===== src/rtl/mxfer_pkg.sv =====
package mxfer_pkg;
    typedef enum logic [1:0] {
        STY_INC_AFTER  = 2'b00,
        STY_INC_BEFORE = 2'b01,
        STY_DEC_AFTER  = 2'b10,
        STY_DEC_BEFORE = 2'b11
    } style_e;

    typedef enum logic [1:0] {
        STK_FULL_DESC  = 2'b00,
        STK_FULL_ASC   = 2'b01,
        STK_EMPTY_DESC = 2'b10,
        STK_EMPTY_ASC  = 2'b11
    } stack_e;

    typedef enum logic [1:0] {
        ST_IDLE   = 2'b00,
        ST_WALK   = 2'b01,
        ST_FINISH = 2'b10
    } seq_state_e;
endpackage


===== src/rtl/mxfer_style_map.sv =====
module mxfer_style_map
    import mxfer_pkg::*;
(
    input  logic       stack_en,
    input  logic [1:0] code,
    input  logic       is_load,
    output style_e     style
);
    always_comb begin
        if (!stack_en) begin
            style = style_e'(code);
        end else begin
            unique case (stack_e'(code))
                STK_FULL_DESC:  style = is_load ? STY_INC_AFTER  : STY_DEC_BEFORE;
                STK_FULL_ASC:   style = is_load ? STY_DEC_AFTER  : STY_INC_BEFORE;
                STK_EMPTY_DESC: style = is_load ? STY_INC_BEFORE : STY_DEC_AFTER;
                STK_EMPTY_ASC:  style = is_load ? STY_DEC_BEFORE : STY_INC_AFTER;
                default:        style = STY_INC_AFTER;
            endcase
        end
    end
endmodule


===== src/rtl/mxfer_addr_plan.sv =====
module mxfer_addr_plan
    import mxfer_pkg::*;
#(
    parameter int ADDR_W     = 32,
    parameter int NREG       = 16,
    parameter int WORD_BYTES = 4
) (
    input  logic [ADDR_W-1:0] base,
    input  logic [NREG-1:0]   mask,
    input  style_e            style,
    output logic [ADDR_W-1:0] first_addr,
    output logic [ADDR_W-1:0] new_base
);
    localparam int CNT_W = $clog2(NREG + 1);

    logic [CNT_W-1:0]  n_sel;
    logic [ADDR_W-1:0] span;
    logic [ADDR_W-1:0] word;

    always_comb begin
        n_sel = '0;
        for (int i = 0; i < NREG; i++) begin
            n_sel = n_sel + CNT_W'(mask[i]);
        end
    end

    assign word = ADDR_W'(WORD_BYTES);
    assign span = ADDR_W'(n_sel) * word;

    always_comb begin
        unique case (style)
            STY_INC_AFTER:  begin first_addr = base;               new_base = base + span; end
            STY_INC_BEFORE: begin first_addr = base + word;        new_base = base + span; end
            STY_DEC_AFTER:  begin first_addr = base - span + word; new_base = base - span; end
            STY_DEC_BEFORE: begin first_addr = base - span;        new_base = base - span; end
            default:        begin first_addr = base;               new_base = base;        end
        endcase
    end
endmodule


===== src/rtl/mxfer_low_pick.sv =====
module mxfer_low_pick #(
    parameter int NREG = 16,
    localparam int IDX_W = $clog2(NREG)
) (
    input  logic [NREG-1:0]  bits,
    output logic [IDX_W-1:0] idx
);
    always_comb begin
        idx = '0;
        for (int i = NREG - 1; i >= 0; i--) begin
            if (bits[i]) idx = IDX_W'(i);
        end
    end
endmodule


===== src/rtl/mxfer_seq.sv =====
module mxfer_seq
    import mxfer_pkg::*;
#(
    parameter int ADDR_W     = 32,
    parameter int NREG       = 16,
    parameter int WORD_BYTES = 4,
    localparam int IDX_W     = $clog2(NREG)
) (
    input  logic              clk,
    input  logic              rst_n,
    input  logic              cmd_valid,
    input  logic [ADDR_W-1:0] cmd_base,
    input  logic [NREG-1:0]   cmd_mask,
    input  logic [1:0]        cmd_code,
    input  logic              cmd_stack,
    input  logic              cmd_load,
    input  logic              cmd_wb,
    input  logic              req_ready,
    output logic              busy,
    output logic              req_valid,
    output logic [ADDR_W-1:0] req_addr,
    output logic [IDX_W-1:0]  req_reg,
    output logic              req_load,
    output logic              done,
    output logic              wb_en,
    output logic [ADDR_W-1:0] wb_value
);
    seq_state_e        state_q, state_d;
    style_e            style;
    logic [ADDR_W-1:0] first_addr, new_base;
    logic [NREG-1:0]   remain_q;
    logic [ADDR_W-1:0] addr_q, wbv_q;
    logic              load_q, wbf_q;
    logic [IDX_W-1:0]  low_idx;
    logic              accept, step, last;

    mxfer_style_map u_map (
        .stack_en (cmd_stack),
        .code     (cmd_code),
        .is_load  (cmd_load),
        .style    (style)
    );

    mxfer_addr_plan #(.ADDR_W(ADDR_W), .NREG(NREG), .WORD_BYTES(WORD_BYTES)) u_plan (
        .base       (cmd_base),
        .mask       (cmd_mask),
        .style      (style),
        .first_addr (first_addr),
        .new_base   (new_base)
    );

    mxfer_low_pick #(.NREG(NREG)) u_pick (
        .bits (remain_q),
        .idx  (low_idx)
    );

    assign accept = (state_q == ST_IDLE) && cmd_valid;
    assign step   = (state_q == ST_WALK) && req_ready;
    assign last   = (remain_q & (remain_q - NREG'(1))) == '0;

    // State register
    always_ff @(posedge clk) begin
        if (!rst_n) state_q <= ST_IDLE;
        else        state_q <= state_d;
    end

    // Next-state logic
    always_comb begin
        state_d = state_q;
        unique case (state_q)
            ST_IDLE:   if (cmd_valid) state_d = (cmd_mask == '0) ? ST_FINISH : ST_WALK;
            ST_WALK:   if (req_ready && last) state_d = ST_FINISH;
            ST_FINISH: state_d = ST_IDLE;
            default:   state_d = ST_IDLE;
        endcase
    end

    // Command context
    always_ff @(posedge clk) begin
        if (!rst_n) begin
            remain_q <= '0;
            addr_q   <= '0;
            wbv_q    <= '0;
            load_q   <= 1'b0;
            wbf_q    <= 1'b0;
        end else if (accept) begin
            remain_q <= cmd_mask;
            addr_q   <= first_addr;
            wbv_q    <= new_base;
            load_q   <= cmd_load;
            wbf_q    <= cmd_wb;
        end else if (step) begin
            remain_q <= remain_q & (remain_q - NREG'(1));
            addr_q   <= addr_q + ADDR_W'(WORD_BYTES);
        end
    end

    // Outputs
    always_comb begin
        busy      = 1'b0;
        req_valid = 1'b0;
        done      = 1'b0;
        wb_en     = 1'b0;
        unique case (state_q)
            ST_IDLE:   ;
            ST_WALK:   begin busy = 1'b1; req_valid = 1'b1; end
            ST_FINISH: begin busy = 1'b1; done = 1'b1; wb_en = wbf_q; end
            default:   ;
        endcase
    end

    assign req_addr = addr_q;
    assign req_reg  = low_idx;
    assign req_load = load_q;
    assign wb_value = wbv_q;


    addr_step_chk: assert property (@(posedge clk) disable iff (!rst_n)
        (req_valid && req_ready) |=> (!req_valid || req_addr == $past(req_addr) + ADDR_W'(WORD_BYTES)));

    reg_rise_chk: assert property (@(posedge clk) disable iff (!rst_n)
        (req_valid && req_ready) |=> (!req_valid || req_reg > $past(req_reg)));

    stall_hold_chk: assert property (@(posedge clk) disable iff (!rst_n)
        (req_valid && !req_ready) |=> (req_valid && $stable(req_addr) && $stable(req_reg)));

    busy_ignore_chk: assert property (@(posedge clk) disable iff (!rst_n)
        (req_valid && cmd_valid) |=> ($stable(wb_value) && $stable(req_load)));

    done_pulse_chk: assert property (@(posedge clk) disable iff (!rst_n)
        done |=> (!done && !busy));

    wb_gate_chk: assert property (@(posedge clk) disable iff (!rst_n)
        wb_en |-> done);
endmodule


===== config.mk =====
export PLATFORM = sky130hd
export DESIGN_NAME = mxfer_seq
export DESIGN_NICKNAME = d
export VERILOG_FILES = /design/src/rtl/mxfer_pkg.sv /design/src/rtl/mxfer_style_map.sv /design/src/rtl/mxfer_addr_plan.sv /design/src/rtl/mxfer_low_pick.sv /design/src/rtl/mxfer_seq.sv
export SDC_FILE = /design/constraint.sdc
export NUM_CORES = 1
export LEC_CHECK = 0
export ABC_CLOCK_PERIOD_IN_PS = 7210
export BUFFER_PORTS_ARGS = -buffer_cell sky130_fd_sc_hd__buf_2
export CAP_MARGIN = 5
export CORE_MARGIN = 3
export CORE_UTILIZATION = 57
export DETAILED_ROUTE_END_ITERATION = 8
export PLACE_DENSITY = 0.8
export SLEW_MARGIN = 10
export SYNTH_ARGS = -nofsm -noshare
export SYNTH_HDL_FRONTEND = slang
export SYNTH_SLANG_ARGS = --single-unit

===== constraint.sdc =====
create_clock -name clk -period 7.21 [get_ports clk]
set_input_delay 0.3605 -clock clk [delete_from_list [all_inputs] [get_ports clk]]
set_output_delay 0.3605 -clock clk [all_outputs]
set_load 0.01 [all_outputs]

# Word level (Yosys, flattened, before mapping)
# Index checks and enable logic that the tools add are counted.
[word_totals]
out_inout_bits = 73
word_cells = 87
in_bits = 57
regBits = 84
[classes]
n_addsub = 21
muxes = 36
n_bitwise = 1
reduce_logical = 13
eq_ne = 10
[op_table]
columns = ["op", "count"]
rows = [
  ["one-hot mux 32 bit (4 select lines)", 1],
  ["adder 32 x 3 -> 32 bit (second input constant)", 3],
  ["adder 5 x 1 -> 5 bit", 14],
  ["2-to-1 mux 32 bit", 2],
  ["2-to-1 mux 4 bit", 16],
  ["one-hot mux 32 bit (2 select lines)", 1],
  ["adder 32 x 7 -> 32 bit", 1],
  ["zero test 16 bit", 2],
  ["2-to-1 mux 16 bit", 2],
  ["subtractor 32 x 7 -> 32 bit", 1],
  ["AND 16 bit", 1],
  ["2-to-1 mux 2 bit", 8],
  ["subtractor 16 x 1 -> 16 bit (second input constant)", 1],
  ["equality test 2 bit (second input constant)", 5],
  ["one-hot mux 2 bit (4 select lines)", 1],
  ["equality test 2 x 1 -> 1 bit (second input constant)", 3],
  ["zero test 2 bit", 3],
  ["OR reduction 2 bit", 3],
  ["2-to-1 mux 1 bit", 4],
  ["one-hot mux 2 bit (2 select lines)", 1],
  ["logical AND 1 bit", 3],
  ["adder 1 x 1 -> 2 bit", 1],
  ["inequality test 2 x 1 -> 1 bit (second input constant)", 1],
  ["inequality test 2 bit (second input constant)", 1],
  ["2 further kinds", 2],
]

# Depth between registers and ports, before layout
[depth]
ltp_word = 19
mapped_depth = 28
ltp_nobuf = 26

# Modules after synthesis
# Synthesis repeated with hierarchy kept, for this count alone.
[hier_totals]
cells_unflattened = 1127
hier_area_um2 = 8084.0
[modules_own_cells]
columns = ["module", "seq_area_each_um2", "area_each_um2", "n_inst", "cells_each"]
rows = [
  ["mxfer_addr_plan", 0.0, 4068.9, 1, 624],
  ["mxfer_seq", 1681.6, 3796.1, 1, 468],
  ["mxfer_low_pick", 0.0, 178.9, 1, 31],
  ["mxfer_style_map", 0.0, 40.0, 1, 4],
]

# Least setup slack after synthesis
# OpenSTA, ideal clock, no wires.
[synth_timing]
path_kind = "input-to-reg"
start = "input cmd_mask[0]"
end = "register addr_q[26], in the netlist req_addr[26]"
n_path_buf = 2
cell_stages = 23
setup_slack_ns = 0.555
setup_time_ns = 0.125
arrival_time_ns = 6.529
required_ns = 7.085
path_cell_list = "inv_1 > ha_1 > inv_1 > fa_1 > fa_1 > fa_1 > fa_1 > fa_1 > fa_1 > nor2b_1 > o21a_1 > ha_1 > buf_4 > or4_4 > and4_4 > and4_1 > or3_1 > a221oi_2 > nand2_1 > buf_2 > or4_1 > o2111ai_1 > a21oi_1"
[synth_between]
elab_chain_len = 19
[synth_rtl]
columns = ["element", "line_no", "source"]
rows = [
  ["from (decl)", "mxfer_seq.sv:13", "input logic [NREG-1:0] cmd_mask,"],
  ["adder 1 x 1 -> 2 bit *", "mxfer_addr_plan.sv:23", "n_sel = n_sel + CNT_W'(mask[i]);"],
  ["adder 5 x 1 -> 5 bit * (14 in series)", "mxfer_addr_plan.sv:23", ""],
  ["subtractor 32 x 7 -> 32 bit *", "mxfer_addr_plan.sv:34, mxfer_addr_plan.sv:35", ""],
  ["adder 32 x 3 -> 32 bit", "mxfer_addr_plan.sv:34", "STY_DEC_AFTER: begin first_addr = base - span + word; new_base = base - span; end"],
  ["one-hot mux 32 bit (4 select lines) *", "mxfer_addr_plan.sv:31", "unique case (style)"],
  ["2-to-1 mux 32 bit *", "mxfer_seq.sv:86", "end else if (accept) begin"],
  ["to (signal assigned)", "mxfer_seq.sv:88", "addr_q <= first_addr;"],
  ["to (signal assigned)", "mxfer_seq.sv:94", "addr_q <= addr_q + ADDR_W'(WORD_BYTES);"],
  ["to (decl)", "mxfer_seq.sv:32", "logic [ADDR_W-1:0] addr_q, wbv_q;"],
]
# Mark *: on every way between the ends. The rest lies on a longest branch, timed or not.
# A chain may end at the register's enable or synchronous reset.

# Worst setup path after layout
[layout_timing]
start = "input cmd_mask[0]"
end = "register addr_q[25], in the netlist req_addr[25]"
# Same word-level chain as after synthesis.

==> implementation parameters <==
Parameter                              Value

Outcome
  Outcome    completed

CTS
  CTS Sinks    between 80 and 90
  CTS HTree Levels    3
  Clock edge transition at the registers on the reported setup and hold paths    70 ps
  Setup bufs post-CTS    0
  Insertion delay of the later-clocked pin in the worst-skew pair    between 300 and 400 ps
  Total clock buffers created by CTS    9
  CTS tree    yes
  Bufs on Longest Clock Path    2
  CTS root buffer    clkbuf_16

Synthesis
  Total nets after synthesis    roughly 1200
  FF+latch count, synth    between 80 and 90
  Post-synth top area cell    dfxtp_1
  Synth area leaders    dfxtp_1 (20%), xnor2_1 (7.2%), nand2_1 (7.1%)
  Area fraction of the dominant cell type after synthesis    roughly a fifth
  Synthesized area    8245 um2
  Proportion of synthesized chip area in sequential cells    just over 20%
  Average size of a mapped cell    around 7.2 um2
  Share of synthesized registers carrying an async set or reset    0%
  YS warnings    0
  Unique masters post-synth    83
  Predominant post-synthesis flop cell    dfxtp_1
  Gate count after technology mapping    roughly 1100
  Number of synthesized flops with an enable pin    0

Route
  Number of vias in the routed layout    between 9000 and 10000
  Wire length per cell after detailed routing    roughly 19 um
  Violation count after the first detailed-routing iteration    roughly 1100
  Residual DRC count    0
  First-pass DRT Iterations    7
  Average vias per placed instance    between 6 and 7
  Sum of routed wire length over all layers    roughly 28 mm
  DRT antenna net count    0

Critical path
  Peak per-stage delay on the critical path    roughly 570 ps
  Worst setup path category    input pin to flip-flop
  Critical-path cell list    buf_2, inv_1, ha_1, inv_1, fa_1, fa_1, fa_1, fa_1, fa_1, fa_1, inv_1, fa_1, or2_2, a211oi_2, nor3_1, xnor2_1, nor4_4, nand2_1, o31a_1, or2_0, o211ai_1
  Type of element capturing the critical path    flip-flop
  Worst R2R Setup Slack    4130 ps
  Highest fanout seen on the critical path    7
  Worst-path cell with the longest stage delay    a211oi_2
  Worst endpoint required time    about 7500 ps
  Data arrival at the endpoint of the critical path    between 7000 and 8000 ps
  CP dominant cell by count    fa_1
  Category of cells accounting for the largest share of critical-path delay    adder cells
  Count of buffering cells on the critical path with inverters included    4
  Startpoint Class    input pin

Pwr
  Largest voltage drop on the vdd net    roughly 0.24 mV
  Net switching power    roughly 1200 uW
  Combinational share of power    57.9%
  Sw frac    a little under half
  Design Power    around 2500 uW
  Power density over the cells    ~270 nW/um2
  Static Leak    about 0.0036 uW
  Part of the total power dissipated in sequential elements    23.8%
  Fraction of power consumed by the clock network    18.3%
  Int Power    between 1000 and 1500 uW

Timing
  Post-route fraction of the period consumed by the critical path    a little over nine tenths
  Unrepaired setup endpoints after global routing    false
  Worst slew pin tran    roughly 1000 ps
  Time the final worst path needs with I/O delays and setup    around 6800 ps
  Final number of max-transition violations    0
  Max-slew headroom    approximately a third
  Final setup violating endpoints    0
  Maximum operating frequency    between 100 and 150 MHz
  Final Skew    8.863 ps
  Setup TNS after final layout    0 ps
  Final Hold Vio Count    0

GRT
  Wire length of the first global-routing pass    around 44 mm
  Remaining Overflow, GRT    0
  GR Util All Layers    34.12%
  Maximum number of pins on one net before global-route repair    85
  Via count of the first global-routing pass    between 8000 and 9000
  Initial antenna violation count    0

Finish
  Layout cells sized above 1    17.55%
  Finished layout cell area    slightly above 9000 um2
  Synth-to-layout area growth    12.76%
  NumNets Final    ~1300
  Non-filler cells, final    between 1000 and 1500
  Number of inserted diodes    0

Placement
  Gp weighted congestion    around 0.98
  Final HPWL from detailed placement    ~20 mm
  # port buffers    between 100 and 150
  Area after detailed placement    9014 um2
  Number of placed cells counting well taps    1406

Die
  Vertical die dimension    roughly 130 um
  Initial cell density of the core    between 50 and 60%
  Number of top-level pins    130
  Total number of placement rows    43
  Chip width    126.3 um
  Die footprint    15950 um2
  Std-Cell Core Area    ~14000 um2

Job
  Number of max-cap violations    0

Min path
  Min-Delay Path Class    input pin to flip-flop
## registers in the layout, summed over array words and instances (netlist names)
signal	cells
remain_q	16
req_addr	32
req_load	1
state_q	2
wb_value	32
wbf_q	1
## power groups by stage
stage | Combinational [uW] | Clock [uW] | Sequential (uW)
finish | 1430 | 452 | 589
global route | 1550 | 474 | 599
CTS | 1400 | 455 | 587
detailed placement | 1390 | 0 | 597
global placement | 1360 | 0 | 595
floorplan | 956 | 0 | 608
## layer usage
layer | part of all wire, % | vias up | global-route usage (%) | wire length (um)
met5 | 0 | - | 0 | 0
met4 | 5.0 | 0 | 17.92 | 1385
met3 | 9.1 | 105 | 6.022 | 2513
met2 | 44 | 534 | 52.27 | 12190
met1 | 42 | 4394 | 45.88 | 11450
li1 | - | 4359 | - | -
## layout make-up
type / instances / area (um2)
tap: 180 / 225.2
inverter: 58 / 217.7
clock buffer: 10 / 229.0
clock inverter: 6 / 48.80
multi-input combinational: 925 / 6025
sequential: 84 / 1682
timing repair buffer: 159 / 870.8
fill: 1319 / 4691
## layout by cell type, fill, tap and decap left out, drive strengths merged, types with 12 or more instances in the layout
master,instances
or3,15
dfxtp,84
or4,13
fa,12
nand2,155
nor3,32
and4,12
and3,15
xnor2,68
o211ai,15
o21ai,41
nand3,48
a21oi,92
nand4,27
nor4,40
xor2,29
nor2,82
a211oi,24
inv,56
ha,25
buf,159
a31oi,18
## logic make-up after synthesis
| kind of cell | count (synthesis) | share of synthesized area (%) |
|---|---|---|
| compound gates | 288 | 23.04 |
| xor+xnor | 97 | 10.30 |
| fa+ha+maj | 41 | 7.193 |
| buf+inv | 138 | 6.692 |
| flops | 84 | 20.39 |
| mux | 12 | 1.517 |
| simple gates | 487 | 30.86 |
## final timing paths
check          startpoint      endpoint  cells after the start
max reg2reg   remain_q[0]    state_q[0]                      9
max           cmd_mask[0]  req_addr[25]                     21
min          cmd_mask[12]  remain_q[12]                      3
min reg2reg  wb_value[28]  wb_value[28]                      2
## cell usage after synthesis (4+ instances only)
library cell  instances
o211ai_1             15
mux2i_1               8
xnor2_1              68
mux2_2                4
buf_1                 5
nand2_1             155
a31oi_1              18
or2_2                 8
a21o_1               10
nor4_2                4
inv_1                53
nand4_1              26
or4_1                10
o221ai_1              4
fa_1                 12
a21oi_1              92
nor2b_1               7
dfxtp_1              84
a211oi_1             23
clkbuf_1             62
a32oi_1               8
nor4_1               33
nand2b_1              7
o31ai_1              10
and2_1                9
nand3_1              47
o21ai_0              41
o21bai_1              6
nand3b_1              4
ha_1                 25
nor4b_1               6
nor3_1               32
maj3_1                4
o21a_1                7
clkinv_1              4
nor2_1               81
o311ai_0              8
and3_1               15
and4_1               11
buf_2                 9
or3_1                13
xor2_1               29
o22ai_1               8
## through the flow
stage               hold slack (ps)  setup slack, ps  util [%]
floorplan                     431.7            555.4         -
global placement              435.9            220.6     64.44
detailed placement            440.4            38.91     64.44
CTS                           241.1            400.1     66.42
global route                  255.3            76.21     66.47
finish                        239.7            403.1     66.47
## tightest hold or removal path: stages
cell	delay, ps
buf_2	100
nand2_1	50
a21oi_1	50
## repair_timing
action	CTS	global route
hold buffers	0	0
resized for setup	0	1
setup endpoints to repair	0	4
No activity file was read; power rests on OpenSTA's default activity.
